===== config.mk =====
export PLATFORM = sky130hd
export DESIGN_NAME = stby_ovr_ctrl
export DESIGN_NICKNAME = d
export VERILOG_FILES = /design/src/rtl/stby_pkg.sv /design/src/rtl/stby_regs.sv /design/src/rtl/stby_rst_seq.sv /design/src/rtl/stby_out_sel.sv /design/src/rtl/stby_ovr_ctrl.sv
export SDC_FILE = /design/constraint.sdc
export NUM_CORES = 1
export LEC_CHECK = 0
export CAP_MARGIN = 20
export CORE_MARGIN = 5
export CORE_UTILIZATION = 35
export DETAILED_ROUTE_END_ITERATION = 10
export DONT_BUFFER_PORTS = 1
export HOLD_SLACK_MARGIN = 0.12
export PLACE_DENSITY = 0.59
export SLEW_MARGIN = 5
export SYNTH_ARGS = -nofsm -noshare
export SYNTH_HDL_FRONTEND = slang
export SYNTH_SLANG_ARGS = --single-unit

===== constraint.sdc =====
create_clock -name clk -period 5 [get_ports clk]
set_clock_uncertainty 0.15 [all_clocks]
set_input_delay 0.5 -clock clk [delete_from_list [all_inputs] [get_ports clk]]
set_output_delay 0.5 -clock clk [all_outputs]
set_load 0.1 [all_outputs]

===== src/rtl/stby_pkg.sv =====
package stby_pkg;

    localparam int unsigned ADDR_W = 3;

    typedef enum logic [1:0] {
        LVL_RUN   = 2'd0,
        LVL_LIGHT = 2'd1,
        LVL_MED   = 2'd2,
        LVL_DEEP  = 2'd3
    } stby_lvl_e;

    localparam logic [ADDR_W-1:0] A_MODE  = 3'd0;
    localparam logic [ADDR_W-1:0] A_CTRL  = 3'd1;
    localparam logic [ADDR_W-1:0] A_POL12 = 3'd2;
    localparam logic [ADDR_W-1:0] A_POL3  = 3'd3;
    localparam logic [ADDR_W-1:0] A_GPPOL = 3'd4;
    localparam logic [ADDR_W-1:0] A_GPSEL = 3'd5;
    localparam logic [ADDR_W-1:0] A_CRST  = 3'd6;

endpackage


===== src/rtl/stby_regs.sv =====
module stby_regs
    import stby_pkg::*;
#(
    parameter int unsigned NV = 8,
    parameter int unsigned NG = 4,
    parameter int unsigned DW = 8
) (
    input  logic              clk,
    input  logic              rst_n,
    input  logic              wr_en,
    input  logic [ADDR_W-1:0] wr_addr,
    input  logic [DW-1:0]     wr_data,
    output stby_lvl_e         lvl,
    output logic              outctl,
    output logic [NV-1:0]     pol12,
    output logic [NV-1:0]     pol3,
    output logic [NG-1:0]     gppol,
    output logic [NG-1:0]     gpsel,
    output logic              crst_wr,
    output logic              crst_bit,
    output logic              leave3,
    output logic              enter3
);

    typedef struct packed {
        stby_lvl_e     lvl;
        logic          outctl;
        logic [NV-1:0] pol12;
        logic [NV-1:0] pol3;
        logic [NG-1:0] gppol;
        logic [NG-1:0] gpsel;
    } regs_t;

    regs_t r_d, r_q;

    always_comb begin
        r_d      = r_q;
        crst_wr  = 1'b0;
        crst_bit = wr_data[0];
        leave3   = 1'b0;
        enter3   = 1'b0;
        if (wr_en) begin
            case (wr_addr)
                A_MODE: begin
                    r_d.lvl = stby_lvl_e'(wr_data[1:0]);
                    enter3  = (wr_data[1:0] == 2'd3);
                    leave3  = (r_q.lvl == LVL_DEEP) && (wr_data[1:0] != 2'd3);
                end
                A_CTRL:  r_d.outctl = wr_data[0];
                A_POL12: r_d.pol12  = wr_data[NV-1:0];
                A_POL3:  r_d.pol3   = wr_data[NV-1:0];
                A_GPPOL: r_d.gppol  = wr_data[NG-1:0];
                A_GPSEL: r_d.gpsel  = wr_data[NG-1:0];
                A_CRST:  crst_wr    = 1'b1;
                default: ;
            endcase
        end
    end

    always_ff @(posedge clk or negedge rst_n) begin
        if (!rst_n) r_q <= '0;
        else        r_q <= r_d;
    end

    assign lvl    = r_q.lvl;
    assign outctl = r_q.outctl;
    assign pol12  = r_q.pol12;
    assign pol3   = r_q.pol3;
    assign gppol  = r_q.gppol;
    assign gpsel  = r_q.gpsel;

endmodule


===== src/rtl/stby_rst_seq.sv =====
module stby_rst_seq #(
    parameter int unsigned SETTLE_CNT = 50000
) (
    input  logic clk,
    input  logic rst_n,
    input  logic in_deep,
    input  logic leave3,
    input  logic enter3,
    input  logic crst_wr,
    input  logic crst_bit,
    output logic core_rst_n,
    output logic settle_done
);

    localparam int unsigned CW = $clog2(SETTLE_CNT + 1);

    typedef struct packed {
        logic [CW-1:0] cnt;
        logic          busy;
        logic          pend;
        logic          rstb;
    } seq_t;

    seq_t s_d, s_q;
    logic deep_next;

    always_comb begin
        s_d       = s_q;
        deep_next = enter3 || (in_deep && !leave3);

        // settle counter
        if (leave3)              s_d.cnt = CW'(SETTLE_CNT);
        else if (s_q.cnt != '0)  s_d.cnt = s_q.cnt - 1'b1;
        s_d.busy = (s_d.cnt != '0) || deep_next;

        // core reset sequencing
        if (enter3) begin
            s_d.rstb = 1'b0;
            s_d.pend = 1'b0;
        end else if (crst_wr) begin
            if (!crst_bit) begin
                s_d.rstb = 1'b0;
                s_d.pend = 1'b0;
            end else if (!s_q.rstb) begin
                if (!s_d.busy) s_d.rstb = 1'b1;
                else           s_d.pend = 1'b1;
            end
        end else if (s_q.pend && !s_d.busy) begin
            s_d.rstb = 1'b1;
            s_d.pend = 1'b0;
        end
    end

    always_ff @(posedge clk or negedge rst_n) begin
        if (!rst_n) s_q <= '0;
        else        s_q <= s_d;
    end

    assign core_rst_n  = s_q.rstb;
    assign settle_done = !s_q.busy;

endmodule


===== src/rtl/stby_out_sel.sv =====
module stby_out_sel
    import stby_pkg::*;
#(
    parameter int unsigned NV = 8,
    parameter int unsigned NG = 4
) (
    input  stby_lvl_e     lvl,
    input  logic          outctl,
    input  logic [NV-1:0] pol12,
    input  logic [NV-1:0] pol3,
    input  logic [NG-1:0] gppol,
    input  logic [NG-1:0] gpsel,
    input  logic [NV-1:0] v_src,
    input  logic [NG-1:0] gp_src,
    output logic [NV-1:0] v_out,
    output logic [NG-1:0] gp_out,
    output logic [NG-1:0] gp_oe,
    output logic          ana_en,
    output logic          tg_en,
    output logic          osc_en
);

    logic is_deep, live, gp_drive;

    always_comb begin
        is_deep  = (lvl == LVL_DEEP);
        live     = (lvl == LVL_RUN) && outctl;
        gp_drive = is_deep || outctl;
        ana_en   = (lvl == LVL_RUN);
        tg_en    = (lvl == LVL_RUN) || (lvl == LVL_LIGHT);
        osc_en   = !is_deep;
    end

    for (genvar i = 0; i < NV; i++) begin : g_vert
        always_comb begin
            if (is_deep)   v_out[i] = pol3[i];
            else if (live) v_out[i] = v_src[i];
            else           v_out[i] = pol12[i];
        end
    end

    for (genvar j = 0; j < NG; j++) begin : g_gp
        always_comb begin
            gp_out[j] = live ? gp_src[j] : gppol[j];
            gp_oe[j]  = gpsel[j] && gp_drive;
        end
    end

endmodule


===== src/rtl/stby_ovr_ctrl.sv =====
module stby_ovr_ctrl
    import stby_pkg::*;
#(
    parameter int unsigned NV         = 8,
    parameter int unsigned NG         = 4,
    parameter int unsigned DW         = 8,
    parameter int unsigned SETTLE_CNT = 50000
) (
    input  logic              clk,
    input  logic              rst_n,
    input  logic              wr_en,
    input  logic [ADDR_W-1:0] wr_addr,
    input  logic [DW-1:0]     wr_data,
    input  logic [NV-1:0]     v_src,
    input  logic [NG-1:0]     gp_src,
    output logic [NV-1:0]     v_out,
    output logic [NG-1:0]     gp_out,
    output logic [NG-1:0]     gp_oe,
    output logic              ana_en,
    output logic              tg_en,
    output logic              osc_en,
    output logic              core_rst_n,
    output logic              settle_done
);

    stby_lvl_e     lvl;
    logic          outctl;
    logic [NV-1:0] pol12, pol3;
    logic [NG-1:0] gppol, gpsel;
    logic          crst_wr, crst_bit, leave3, enter3;

    stby_regs #(.NV(NV), .NG(NG), .DW(DW)) u_regs (
        .clk      (clk),
        .rst_n    (rst_n),
        .wr_en    (wr_en),
        .wr_addr  (wr_addr),
        .wr_data  (wr_data),
        .lvl      (lvl),
        .outctl   (outctl),
        .pol12    (pol12),
        .pol3     (pol3),
        .gppol    (gppol),
        .gpsel    (gpsel),
        .crst_wr  (crst_wr),
        .crst_bit (crst_bit),
        .leave3   (leave3),
        .enter3   (enter3)
    );

    stby_rst_seq #(.SETTLE_CNT(SETTLE_CNT)) u_seq (
        .clk         (clk),
        .rst_n       (rst_n),
        .in_deep     (lvl == LVL_DEEP),
        .leave3      (leave3),
        .enter3      (enter3),
        .crst_wr     (crst_wr),
        .crst_bit    (crst_bit),
        .core_rst_n  (core_rst_n),
        .settle_done (settle_done)
    );

    stby_out_sel #(.NV(NV), .NG(NG)) u_sel (
        .lvl    (lvl),
        .outctl (outctl),
        .pol12  (pol12),
        .pol3   (pol3),
        .gppol  (gppol),
        .gpsel  (gpsel),
        .v_src  (v_src),
        .gp_src (gp_src),
        .v_out  (v_out),
        .gp_out (gp_out),
        .gp_oe  (gp_oe),
        .ana_en (ana_en),
        .tg_en  (tg_en),
        .osc_en (osc_en)
    );

endmodule


* After elaboration in Yosys (flattened, before gate mapping) *
Index checks and enable logic that the tools add are counted.

storage, ports and cells
  register bits = 46
  input port bits = 26
  output and inout port bits = 21
  logic and storage cells = 86

cells by class
  add/sub/neg operators = 1
  equality and inequality tests = 12
  muxes and demuxes = 35
  reduce and logical (&&, ||, !) cells = 28

operators with widths
  operator                                                                number
  16-bit 2-to-1 mux                                                       2
  16-bit nonzero test                                                     2
  1-bit 2-to-1 mux                                                        28
  16-bit by 1-bit subtractor with 16-bit output (second input constant)   1
  2-bit AND reduction                                                     6
  2-bit 2-to-1 mux                                                        5
  3-bit equality test (second input constant)                             3
  1-bit logical AND                                                       8
  3-bit by 2-bit equality test with 1-bit output (second input constant)  2
  2-bit equality test (second input constant)                             2
  1-bit zero test                                                         4
  1-bit logical OR                                                        4
  4-bit by 2-bit != test with 1-bit output (second input constant)        1
  4-bit by 3-bit != test with 1-bit output (second input constant)        1
  3-bit by 1-bit equality test with 1-bit output (second input constant)  1
  3-bit zero test                                                         1
  3-bit AND reduction                                                     1
  3-bit nonzero test                                                      1
  2-bit by 1-bit equality test with 1-bit output (second input constant)  1
  2-bit zero test                                                         1
  2-bit != test (second input constant)                                   1

* Logic depth before layout (Yosys ltp) *
  word-level depth = 13
  mapped depth = 10
  gate-level depth less buffers = 9

* Modules after synthesis *
Synthesis repeated with hierarchy kept, for this count alone.

second synthesis, totals
  cell total of the unflattened synthesis = 247
  area, all modules = 2712.6 sq um

by module, submodules not included
  module         instances  cells each  area an instance (sq um)  seq. area each (sq um)
  stby_rst_seq   1          130         1153.6                    475.5
  stby_regs      1          66          1142.3                    675.6
  stby_out_sel   1          50          410.4                     0.0
  stby_ovr_ctrl  1          1           6.3                       0.0

* Worst setup path after synthesis *
OpenSTA, ideal clock, no wires.

  path kind = flip-flop to output port
  start = reg u_regs.r_q, in the netlist u_regs.lvl[1]
  end = out v_out[0]
  arrival time = 4.677 ns
  data required time = 4.350 ns
  slack = -0.327 ns
  stages on the path, launching flop included = 6
  buffers on the path = 1
  cell sequence = dfrtp_1 nor2_1 and2_0 buf_1 mux2i_1 o21ai_0

on the way
  longest elaborated chain between the ends = 4
  elaborated cells between the ends (all ways) = 5
  classes of those cells = 1 x eq/ne; 2 x mux; 2 x reduce/logical

RTL lines
  item                    line                 RTL
  start, declared         stby_regs.sv:34      regs_t r_d, r_q;
  start signal, assigned  stby_regs.sv:62      else r_q <= r_d;
  2-bit zero test         -
  net ana_en              stby_ovr_ctrl.sv:19  output logic ana_en,
  1-bit logical AND       stby_out_sel.sv:27   live = (lvl == LVL_RUN) && outctl;
  1-bit 2-to-1 mux        stby_out_sel.sv:37   else if (live) v_out[i] = v_src[i];
  1-bit 2-to-1 mux        stby_out_sel.sv:36   if (is_deep) v_out[i] = pol3[i];
  end, declared           stby_ovr_ctrl.sv:16  output logic [NV-1:0] v_out,

The timed path passes the listed nets, and every way through them passes these cells.

* Final worst setup path *
  start = reg u_regs.r_q, in the netlist u_regs.lvl[1]
  end = out gp_out[3]

on the way
  longest elaborated chain between the ends = 3

RTL lines
  item               line                 RTL
  2-bit zero test    stby_out_sel.sv:27
  1-bit logical AND  stby_out_sel.sv:27
  1-bit 2-to-1 mux   stby_out_sel.sv:44   gp_out[j] = live ? gp_src[j] : gppol[j];
  end, declared      stby_ovr_ctrl.sv:17  output logic [NG-1:0] gp_out,

No other way between the ends.

==> run summary <==
Die Footprint: 9520 sq um
core area: 7610 sq um
fin crit period: 2.99 ns
CP arrival: 2.34 ns
sw power: 0.807 mW
Slew HR: 0.277
outcome: complete, no violations
Cells after Synth: 262
Setup violations, final: 0
Syn Std Cell Area: 2680 sq um
Top FF cell, synth: dfrtp_1
n_diodes: 0
HPWL after DPL: 4640 um
I/O pin cnt: 47
Hold Crit Class: input port to register
Hold Violations, Final: 0
syn_nets: 290
Logic pwr share: 0.485
first-pass GRT wire length: 10900 um
hold slack final: 0.166 ns
Seq cells post-synth: 46
vias in the first global route: 2168
Final Util: 0.392
Startpoint Class: register
Final Max Tran Viols: 0
Async SR Flop Fraction: 1.00
number of max-cap violations: 0
worst setup path end: gp_out[3]
Worst R2R Setup Slack: 2.01 ns
Starting Density: 0.353
Fmax: 334 MHz
RSZ-0062 raised after global routing: false
critical register-to-register path endpoint: u_seq.s_q[1]
CP Capture Type: primary output
largest net degree at the start of global routing: 47
period utilisation layout: 0.599
post-DR wirelength/cell: 17.1 um
Least-Margin Pin Slew: 1.08 ns
crit path launch: u_regs.lvl[1]
syn_area_per_cell: 10.2 sq um
num rows: 32
VDD IR-drop max: 0.000365 V
cell leakage power: 1.15 nW
CTS H-Tree Depth: 2
clock-pin slew on the worst setup and hold paths: 0.09 ns
synth warn: 0
cell internal pwr: 0.776 mW
CP cell instances: nor2_2 -> and2_0 -> mux2_2
share of cells above drive strength 1: 0.281
Area Overhead vs Synth: 11.1%
port bufs: 0
routed vias: 2117
most frequent cell after synthesis: dfrtp_1
post-synthesis sequential area ratio: 0.429
CTS root buf: clkbuf_8
latest clock arrival within the worst-skew pair: 0.30 ns
Fillers: 761
Largest stage delay, worst path: 0.82 ns
CP Class: register to primary output
DRC: 0
setup tns final: 0 ns
GRT overflow: 0
most frequent cells after synthesis: 46 x dfrtp_1, 30 x mux2_2, 29 x nand2_1, 18 x nor2_1, 12 x o21ai_0
clk buf depth: 2
power density over the cells: 531 nW/um^2
CP Max Fanout: 12
Net Sw Frac: 0.510
initial antenna violation count: 0
Final ANT Viol Nets: 0
Sequential Power Share: 0.367
gpl congestion: 0.905
number of synthesized flops with an enable pin: 0
CTS tree: done
leading area contributor after synthesis: dfrtp_1
drt total wl: 6370 um
GR Util All Layers: 0.138
Critical Path RT: 4.35 ns
Hold Crit Depth: 2
Synth area leaders: dfrtp_1 43%, mux2_2 13%, nand2_1 4.1%
power share of the clock group: 0.148
R2R cell count: 9
Num CTS Buffers: 5
Die W: 97.6 um
Final nets: 297
DRC marker count from the first detailed-route iteration: 100
Synth top area share: 0.429
Crit-path slowest cell: and2_0
Num Clock Sinks: 46
Die Y: 97.6 um
post-DR vias/cell: 5.69
worst r2r src: u_seq.s_q[3]
Netlist cell types: 55
Detailed Routing Iterations Pass 1: 4
-- timing repair --
action | 4_1_cts | 5_1_grt
buffers inserted | 0 | 0
resized for setup | 0 | 0
hold endpoints to repair | 46 | 0
hold buffers | 2 | 0
-- power groups by stage --
stage | Clock (mW) | Sequential, mW | Combinational, mW
after floorplan | 0 | 0.532 | 0.671
after global placement | 0 | 0.584 | 0.756
after detailed placement | 0 | 0.585 | 0.758
after CTS | 0.242 | 0.579 | 0.771
after global routing | 0.261 | 0.596 | 0.820
final | 0.234 | 0.581 | 0.768
-- logic make-up after synthesis --
| family | share of synthesized area |
|---|---|
| simple gates | 0.250 |
| flops | 0.429 |
| compound gates | 0.0937 |
| mux | 0.159 |
| buf+inv | 0.0364 |
| xor+xnor | 0.0224 |
| fa+ha+maj | 0.00932 |
-- cells in the final DEF, fill, tap and decap left out, types with 3 or more instances in the layout --
cell	count
buf_4	10
o21ai_0	4
nand4_1	6
nor2b_1	3
mux2i_1	9
nand4b_1	4
o21ai_2	8
a21oi_1	10
nor2_1	17
nor2b_2	4
dfrtp_1	46
mux2_2	30
inv_1	6
o211ai_1	4
nor3_1	5
clkbuf_8	5
xnor2_1	4
nand3_1	3
nor4_1	7
and3_1	4
or3_1	3
nand2_1	29
-- critical path: cells and delay by family (launching register included) --
kind | cells | cell delay (ns)
flops | 1 | 0.41
mux | 1 | 0.67
simple gates | 2 | 0.96
-- sequential cells by signal (all words and copies together), names as in the netlist --
name,count
u_regs.gpsel,4
u_regs.lvl,2
u_regs.outctl,1
u_regs.pol3,8
u_seq.core_rst_n,1
u_regs.pol12,8
u_regs.gppol,4
u_seq.s_q,18
-- area by class of cell --
cell class	count	area [sq um]	area share
Clock buffer	5	68.8	0.0231
Clock inverter	3	21.3	0.00713
Timing Repair Buffer	12	113	0.0378
Sequential cell	46	1150	0.386
Inverter	6	22.5	0.00755
Tap cell	102	128	0.0428
Multi-Input combinational cell	198	1480	0.496
-- routing by layer --
metal	GRT usage	wire length [um]	vias up
met5	0	0	-
met4	0.0458	195	0
met3	0.0503	543	18
met2	0.213	2910	84
met1	0.179	2720	1038
li1	-	-	977
-- metrics by stage --
step	total power, mW	instances	setup slack, ns	cell area [sq um]
CTS	1.59	372	1.95	2980
global placement	1.34	362	2.21	2850
global route	1.68	372	1.69	2980
finish	1.58	372	2.01	2980
floorplan	1.20	262	0.422	2680
detailed placement	1.34	362	2.07	2850
-- how the worst min path moves through the flow --
stage | from | end | slack, ns
after global routing | wr_data[5] | u_regs.pol3[5] | 0.17
final | wr_data[1] | u_regs.lvl[1] | 0.17
after CTS | wr_data[1] | u_regs.lvl[1] | 0.16
after floorplan | rst_n | u_regs.gppol[0] | 0.05
after detailed placement | rst_n | u_seq.s_q[14] | 0.06
after global placement | rst_n | u_seq.s_q[14] | 0.06
Power figures use the tool's default switching activity.
